**src/rtl/irq_route_pkg.sv**
```systemverilog
package irq_route_pkg;
    localparam int unsigned DATA_W   = 32;
    localparam int unsigned ENTRY_W  = 64;
    localparam int unsigned SEL_W    = 8;
    localparam int unsigned TBL_BASE = 16;

    localparam logic [7:0] OFF_SEL = 8'h00;
    localparam logic [7:0] OFF_WIN = 8'h10;

    localparam logic [SEL_W-1:0] SEL_ID  = 8'h00;
    localparam logic [SEL_W-1:0] SEL_VER = 8'h01;
    localparam logic [SEL_W-1:0] SEL_ARB = 8'h02;

    // entry field positions that behaviour depends on
    localparam int unsigned F_RIRR = 14;
    localparam int unsigned F_MASK = 16;
    localparam int unsigned ID_LSB = 24;
endpackage

```
**src/rtl/irq_route_wshape.sv**
```systemverilog
module irq_route_wshape
    import irq_route_pkg::*;
#(
    parameter int unsigned LEN_W = 4
) (
    input  logic [LEN_W-1:0]  len,
    input  logic [DATA_W-1:0] raw,
    output logic [DATA_W-1:0] shaped,
    output logic              ok
);
    always_comb begin
        shaped = '0;
        ok     = 1'b1;
        case (len)
            LEN_W'(8), LEN_W'(4): shaped = raw;
            LEN_W'(2):            shaped = {16'h0000, raw[15:0]};
            LEN_W'(1):            shaped = {24'h000000, raw[7:0]};
            default:              ok = 1'b0;
        endcase
    end
endmodule

```
**src/rtl/irq_route_entry.sv**
```systemverilog
module irq_route_entry
    import irq_route_pkg::*;
(
    input  logic               clk,
    input  logic               rst_n,
    input  logic               wr_lo,
    input  logic               wr_hi,
    input  logic [DATA_W-1:0]  wdata,
    input  logic               rirr_set,
    output logic [ENTRY_W-1:0] ent_q,
    output logic               mask_flip
);
    localparam logic [ENTRY_W-1:0] RST_VAL = ENTRY_W'(1) << F_MASK;

    logic [ENTRY_W-1:0] ent_d;

    always_comb begin
        ent_d = ent_q;
        if (rirr_set) ent_d[F_RIRR] = 1'b1;
        if (wr_hi)    ent_d[ENTRY_W-1:DATA_W] = wdata;
        if (wr_lo) begin
            ent_d[DATA_W-1:0] = wdata;
            ent_d[F_RIRR]     = 1'b0;   // bus clear wins over status set
        end
    end

    assign mask_flip = wr_lo && (wdata[F_MASK] != ent_q[F_MASK]);

    always_ff @(posedge clk) begin
        if (!rst_n) ent_q <= RST_VAL;
        else        ent_q <= ent_d;
    end
endmodule

```
**src/rtl/irq_route_regfile.sv**
```systemverilog
module irq_route_regfile
    import irq_route_pkg::*;
#(
    parameter int unsigned PINS     = 24,
    parameter logic [7:0]  VER_CODE = 8'h11,
    parameter int unsigned ADDR_W   = 32,
    parameter int unsigned LEN_W    = 4,
    localparam int unsigned ENT_W   = (PINS > 1) ? $clog2(PINS) : 1
) (
    input  logic                    clk,
    input  logic                    rst_n,
    input  logic [ADDR_W-1:0]       bus_addr,
    input  logic                    bus_rd,
    input  logic                    bus_wr,
    input  logic [LEN_W-1:0]        bus_len,
    input  logic [DATA_W-1:0]       bus_wdata,
    output logic [DATA_W-1:0]       bus_rdata,
    output logic                    bus_rvalid,
    input  logic [PINS-1:0]         rirr_set,
    output logic [PINS*ENTRY_W-1:0] route_tbl,
    output logic                    mchg_valid,
    output logic [ENT_W-1:0]        mchg_idx,
    output logic                    mchg_mask
);
    localparam logic [6:0]        PINS_LIM = 7'(PINS);
    localparam logic [DATA_W-1:0] VER_WORD = {8'h00, 8'(PINS - 1), 8'h00, VER_CODE};

    typedef struct packed {
        logic [SEL_W-1:0]  sel;
        logic [3:0]        id;
        logic [DATA_W-1:0] rdata;
        logic              rvalid;
        logic              mv;
        logic [ENT_W-1:0]  mi;
        logic              mm;
    } regs_t;

    regs_t st_d, st_q;

    // address decode
    logic [7:0] off;
    logic       hit_sel, hit_win;
    logic       unused_hi;
    assign off       = bus_addr[7:0];
    assign hit_sel   = (off == OFF_SEL);
    assign hit_win   = (off == OFF_WIN);
    assign unused_hi = ^bus_addr[ADDR_W-1:8];

    // write data shaping
    logic [DATA_W-1:0] wdat;
    logic              wok;
    irq_route_wshape #(.LEN_W(LEN_W)) u_wshape (
        .len    (bus_len),
        .raw    (bus_wdata),
        .shaped (wdat),
        .ok     (wok)
    );

    // selector to table entry
    logic [SEL_W-1:0] rel;
    logic [6:0]       ent_num;
    logic [ENT_W-1:0] ent_idx;
    logic             tbl_hit, half_hi, win_wr;
    assign rel     = st_q.sel - SEL_W'(TBL_BASE);
    assign ent_num = rel[7:1];
    assign ent_idx = ent_num[ENT_W-1:0];
    assign tbl_hit = (st_q.sel >= SEL_W'(TBL_BASE)) && (ent_num < PINS_LIM);
    assign half_hi = st_q.sel[0];
    assign win_wr  = bus_wr && wok && hit_win;

    // entry array
    logic [ENTRY_W-1:0] ent_bits [PINS];
    logic [PINS-1:0]    wr_lo_v, wr_hi_v, flip_v;

    for (genvar g = 0; g < PINS; g++) begin : g_ent
        assign wr_lo_v[g] = win_wr && tbl_hit && (ent_idx == ENT_W'(g)) && !half_hi;
        assign wr_hi_v[g] = win_wr && tbl_hit && (ent_idx == ENT_W'(g)) &&  half_hi;

        irq_route_entry u_entry (
            .clk       (clk),
            .rst_n     (rst_n),
            .wr_lo     (wr_lo_v[g]),
            .wr_hi     (wr_hi_v[g]),
            .wdata     (wdat),
            .rirr_set  (rirr_set[g]),
            .ent_q     (ent_bits[g]),
            .mask_flip (flip_v[g])
        );

        assign route_tbl[g*ENTRY_W +: ENTRY_W] = ent_bits[g];
    end

    // window read value
    logic [ENTRY_W-1:0] ent_rd;
    logic [DATA_W-1:0]  win_val;
    always_comb begin
        ent_rd = '0;
        if (tbl_hit) ent_rd = ent_bits[ent_idx];
        case (st_q.sel)
            SEL_VER:         win_val = VER_WORD;
            SEL_ID, SEL_ARB: win_val = {4'h0, st_q.id, 24'h000000};
            default: begin
                if (!tbl_hit)     win_val = '1;
                else if (half_hi) win_val = ent_rd[ENTRY_W-1:DATA_W];
                else              win_val = ent_rd[DATA_W-1:0];
            end
        endcase
    end

    // next state
    always_comb begin
        st_d        = st_q;
        st_d.rvalid = bus_rd;
        st_d.rdata  = '0;
        if (bus_rd) begin
            if (hit_sel)      st_d.rdata = {{(DATA_W-SEL_W){1'b0}}, st_q.sel};
            else if (hit_win) st_d.rdata = win_val;
        end
        if (bus_wr && wok) begin
            if (hit_sel) st_d.sel = wdat[SEL_W-1:0];
            else if (hit_win && st_q.sel == SEL_ID) st_d.id = wdat[ID_LSB+3:ID_LSB];
        end
        st_d.mv = |flip_v;
        if (|flip_v) begin
            st_d.mi = ent_idx;
            st_d.mm = wdat[F_MASK];
        end
    end

    always_ff @(posedge clk) begin
        if (!rst_n) st_q <= '0;
        else        st_q <= st_d;
    end

    assign bus_rdata  = st_q.rdata;
    assign bus_rvalid = st_q.rvalid;
    assign mchg_valid = st_q.mv;
    assign mchg_idx   = st_q.mi;
    assign mchg_mask  = st_q.mm;
endmodule

```
**config.mk**
```make
export PLATFORM = sky130hd
export DESIGN_NAME = irq_route_regfile
export DESIGN_NICKNAME = d
export VERILOG_FILES = /design/src/rtl/irq_route_pkg.sv /design/src/rtl/irq_route_wshape.sv /design/src/rtl/irq_route_entry.sv /design/src/rtl/irq_route_regfile.sv
export SDC_FILE = /design/constraint.sdc
export NUM_CORES = 2
export LEC_CHECK = 0
export ABC_AREA = 1
export CAP_MARGIN = 20
export CELL_PAD_IN_SITES_DETAIL_PLACEMENT = 2
export CELL_PAD_IN_SITES_GLOBAL_PLACEMENT = 2
export CORE_AREA = 10 10 637 639
export CTS_CLUSTER_SIZE = 28
export DETAILED_ROUTE_END_ITERATION = 8
export DIE_AREA = 0 0 647 649
export MAX_ROUTING_LAYER = met4
export PLACE_DENSITY = 0.6
export SYNTH_ARGS = -nofsm -noshare
export SYNTH_HDL_FRONTEND = slang
export SYNTH_SLANG_ARGS = --single-unit
```
**constraint.sdc**
```tcl
create_clock -name clk -period 3.15 [get_ports clk]
set_clock_uncertainty 0.1 [all_clocks]
set_input_delay 0.315 -clock clk [delete_from_list [all_inputs] [get_ports clk]]
set_output_delay 0.315 -clock clk [all_outputs]
set_load 0.005 [all_outputs]
```
==> run summary <==
The ratio of cells with drive above 1 in the final layout came out at 16.6%. The post-route met1 wirelength is 260000 µm. Synthesis produced a netlist with a net count of 8110. The sum of routed wire length over all layers came out at 665000 µm. The hold violation total from the final report is 0.

The minimum clock period is 3.37 ns. The remaining antenna violation count is 0. The routed length per instance is 43.0 µm.

The global-route usage over all layers came out at 30.8%. The clock buffer count from CTS came out at 207. The port buffer count came out at 1647. The placed instance area came out at 95500 µm².

The DRC violations left came out at 0. The worst path arrival time came out at 4.03 ns. Tracing the worst setup path back leads to its startpoint at st_q[46]. The analysis attributes to cell leakage a power of 38.2 nW.

The destination of the worst hold path is g_ent[13].u_entry.ent_q[14]. The worst setup path is captured at a register. Global routing finished with a remaining overflow of 0.

The end of the worst register-to-register path is bus_rdata[18]. VDD sags by at most 0.449 mV. The number of standard-cell rows in the floorplan is 230.

The clock latency on the worst-skew pair is 0.91 ns. The largest net degree at the start of global routing is 243. Setup repair after global routing could not meet its margin everywhere. The count of mapped cells out of synthesis came out at 8012. The TritonCTS clock tree is done.

The depth of the worst register-to-register path came out at 13. The initial detailed-routing violation count came out at 6938. The number of distinct library cells after synthesis came out at 53. The number of global-route vias before repair came out at 79475. The post-synthesis register bit count is 1588. The cell area after synthesis is 64300 µm².

The number of placed instances, taps included, is 15008. The checks that failed: setup timing. The worst hold path belongs to the class input pin to register. The number of nets in the layout is 10147. The first detailed-routing pass took 6 iterations. The count of fill cells added during filler insertion came out at 44089. The remaining max-slew budget at the tightest pin is 0.776%. In the detailed route, the total length drawn on met3 is 40900 µm.

The hold path depth came out at 3. The number of non-filler instances in the completed layout came out at 15472. Clock-pin slew was measured on the worst setup and hold paths at 0.07 ns. Among all flip-flop cells after synthesis, the most frequent one is sky130_fd_sc_hd__dfxtp_1. The number of clock sinks came out at 1588. The mean number of vias per cell came out at 5.02. The startpoint of the lowest-slack register-to-register path is st_q[46]. The flow ran to the end, but the final reports show violations. The actual slew at the worst max-slew pin came out at 1.49 ns. In this run the horizontal extent of the chip is 647 µm.

The maximum buffer depth of the clock tree came out at 4. The growth of design area from synthesis to finish is 62.2%. The largest driver fanout on the critical path came out at 17.

The highest layer touched by signal routing is met4. The share of flip-flops with an asynchronous set or reset after synthesis came out at 0%. The part of the cycle the worst path needs came out at 107%. The max-slew violation total from the final report is 0. The data required time of the critical path is 3.80 ns. Averaged over all synthesized cells, the footprint is 8.03 µm². The top-level port count came out at 1672. The area of the die is 420000 µm². The vias after detailed routing is 77644. Setup violations remaining at the end of the flow were counted as 10.

Based on the critical path, the design can be clocked at up to 296 MHz. In this run the clock root is driven by a sky130_fd_sc_hd__clkbuf_16. The Yosys warning count is 0. The met2 wire length is 316000 µm. Detailed placement finished with a half-perimeter wire length of 522000 µm. The total area inside the core boundary comes to 392000 µm². The initial antenna violation count is 58. The reported max-cap violation count came out at 0. The height of the die is 649 µm.

The worst setup path is launched from a register. The least setup slack across all paths after layout came out at -0.223 ns. The wire length of the first global-routing pass is 847000 µm. The initial cell density of the core came out at 16.4%. Power spread over the standard cell area amounts to 452 nW/µm². Sequential cells were found to cover 49.4% of the synthesized design area. The number of flops mapped to enable cells by yosys is 0. The H-tree level count is 4. The power after layout came out at 47.2 mW. Once layout is done, the placed cells without fillers occupy 104000 µm². The placer congestion estimate came out at 0.906. The worst hold path begins at rirr_set[13]. The setup slack of the worst register-to-register path is -0.22 ns. The worst setup path is of the register to register kind.
cell usage in the layout, fill, tap and decap left out, types with 41 or more instances in the layout:
cell / synthesis / final
sky130_fd_sc_hd__a21oi_1: 1706 / 1679
sky130_fd_sc_hd__nand2_4: 7 / 42
sky130_fd_sc_hd__nor2_1: 155 / 134
sky130_fd_sc_hd__clkbuf_16: 0 / 215
sky130_fd_sc_hd__nand3_1: 72 / 68
sky130_fd_sc_hd__buf_12: 0 / 304
sky130_fd_sc_hd__o21ai_0: 1573 / 1551
sky130_fd_sc_hd__a22oi_1: 512 / 472
sky130_fd_sc_hd__clkbuf_1: 564 / 47
sky130_fd_sc_hd__nand2_1: 618 / 559
sky130_fd_sc_hd__nor2_4: 27 / 43
sky130_fd_sc_hd__inv_1: 362 / 354
sky130_fd_sc_hd__o21ai_1: 69 / 87
sky130_fd_sc_hd__clkbuf_8: 0 / 56
sky130_fd_sc_hd__buf_4: 48 / 719
sky130_fd_sc_hd__clkdlybuf4s50_1: 0 / 1645
sky130_fd_sc_hd__dfxtp_1: 1588 / 1584
sky130_fd_sc_hd__o211ai_1: 41 / 41
critical path: stages, from the launching register on:
cell and delay, ns:
sky130_fd_sc_hd__dfxtp_2 0.34, sky130_fd_sc_hd__buf_4 0.16, sky130_fd_sc_hd__nand2_8 0.11, sky130_fd_sc_hd__inv_16 0.09, sky130_fd_sc_hd__buf_16 0.21, sky130_fd_sc_hd__buf_16 0.17, sky130_fd_sc_hd__a22oi_1 0.20, sky130_fd_sc_hd__nand2_1 0.22
sky130_fd_sc_hd__nand2_1 0.16, sky130_fd_sc_hd__nand4_1 0.55, sky130_fd_sc_hd__o21bai_2 0.38, sky130_fd_sc_hd__nand3b_1 0.17, sky130_fd_sc_hd__nand2_2 0.13, sky130_fd_sc_hd__nor2_4 0.07
registers in the layout, indices dropped and copies added, names as in the netlist:
| name | flops |
|---|---|
| mchg_valid | 1 |
| st_q | 11 |
| bus_rdata | 32 |
| mchg_idx | 5 |
| half_hi | 1 |
| mchg_mask | 1 |
| bus_rvalid | 1 |
| g_ent.u_entry.ent_q | 1536 |
metal layers:
metal	track usage, %	vias to the layer above
li1	-	32545
met1	34.6	41003
met4	17.3	0
met3	6.58	931
met5	-	-
met2	50.7	3165
repair_timing:
item / 4_1_cts / 5_1_grt
endpoints found under the setup margin: 55 / 145
endpoints found under the hold margin: 170 / 0
hold buffers: 24 / 0
pin swaps: 21 / 29
cloned: 3 / 6
buffers inserted: 6 / 16
gates resized for setup: 159 / 73
how the worst max path moves through the flow:
stage	to	slack, ns
finish	bus_rdata[18]	-0.22
global route	bus_rdata[18]	-0.11
CTS	bus_rdata[18]	-0.11
detailed placement	bus_rdata[20]	-0.91
global placement	bus_rdata[18]	-0.91
floorplan	bus_rdata[7]	0.72
cells by family (layout without fill, tap and decap cells):
logic type	Yosys count	after routing	synth area share, %
xor gates and xnor gates	20	20	0.272
AOI/OAI and AO/OA	4111	4111	35.1
buffers and inverters	1283	3489	8.22
and+or+nand+nor	1008	1008	6.93
DFF	1588	1588	49.4
adders and majority gates	2	2	0.0389
other	0	34	0
layout make-up:
| class | count | area, µm² | area share (%) |
|---|---|---|---|
| clock inverters | 66 | 840 | 0.805 |
| diodes | 34 | 85.1 | 0.0816 |
| clock buffers | 312 | 6180 | 5.92 |
| well taps | 5220 | 6530 | 6.26 |
| inverters | 382 | 1490 | 1.43 |
| multi-input cells | 5141 | 28400 | 27.3 |
| repair buffers | 2729 | 28900 | 27.7 |
| flip-flops and latches | 1588 | 31800 | 30.5 |
synthesized netlist by cell type (5+ instances only):
master                      instances  share of area (%)
sky130_fd_sc_hd__a21oi_1         1706                 13
sky130_fd_sc_hd__a221oi_1          39               0.53
sky130_fd_sc_hd__a22o_1            16               0.22
sky130_fd_sc_hd__a22oi_1          512                6.0
sky130_fd_sc_hd__a31oi_1           22               0.21
sky130_fd_sc_hd__buf_1             76               0.44
sky130_fd_sc_hd__buf_2            203                1.6
sky130_fd_sc_hd__buf_4             48               0.56
sky130_fd_sc_hd__clkbuf_1         564                3.3
sky130_fd_sc_hd__clkbuf_2           7              0.054
sky130_fd_sc_hd__clkinv_1           9              0.053
sky130_fd_sc_hd__dfxtp_1         1588                 49
sky130_fd_sc_hd__inv_1            362                2.1
sky130_fd_sc_hd__inv_2             11              0.064
sky130_fd_sc_hd__nand2_1          618                3.6
sky130_fd_sc_hd__nand2_2            8              0.078
sky130_fd_sc_hd__nand2_4            7               0.12
sky130_fd_sc_hd__nand3_1           72               0.56
sky130_fd_sc_hd__nand3b_1           5              0.058
sky130_fd_sc_hd__nand4_1           37               0.36
sky130_fd_sc_hd__nor2_1           155               0.90
sky130_fd_sc_hd__nor2_2            12               0.12
sky130_fd_sc_hd__nor2_4            27               0.47
sky130_fd_sc_hd__nor3_1            27               0.21
sky130_fd_sc_hd__o2111ai_1          5              0.068
sky130_fd_sc_hd__o211ai_1          41               0.48
sky130_fd_sc_hd__o21ai_0         1573                 12
sky130_fd_sc_hd__o21ai_1           69               0.54
sky130_fd_sc_hd__o221ai_1          48               0.65
sky130_fd_sc_hd__o22ai_1           38               0.37
sky130_fd_sc_hd__o311ai_0          13               0.18
sky130_fd_sc_hd__o31ai_1            6              0.070
sky130_fd_sc_hd__or2_2             17               0.17
sky130_fd_sc_hd__or3_1             10              0.097
sky130_fd_sc_hd__xnor2_1            5              0.068
sky130_fd_sc_hd__xor2_1            15               0.20
per-stage QoR:
stage          utilization [%]  TNS [ns]  hold WS [ns]  setup slack (ns)
6_report                  26.6    -0.595        0.0947            -0.223
5_1_grt                   26.6    -0.349        0.0844            -0.107
4_1_cts                   26.4    -0.505       0.00734            -0.113
3_5_place_dp              24.4   -285.49         0.361            -0.906
3_3_place_gp              24.4   -240.21         0.347            -0.913
2_1_floorplan                -         0         0.330             0.719
report_power, final:
part | total (mW) | internal, mW | switching [mW]
clock | 25.3 | 14.6 | 10.7
combinational | 1.69 | 0.406 | 1.29
sequential | 20.1 | 20.1 | 0.0227
No activity file was read; power rests on OpenSTA's default activity.
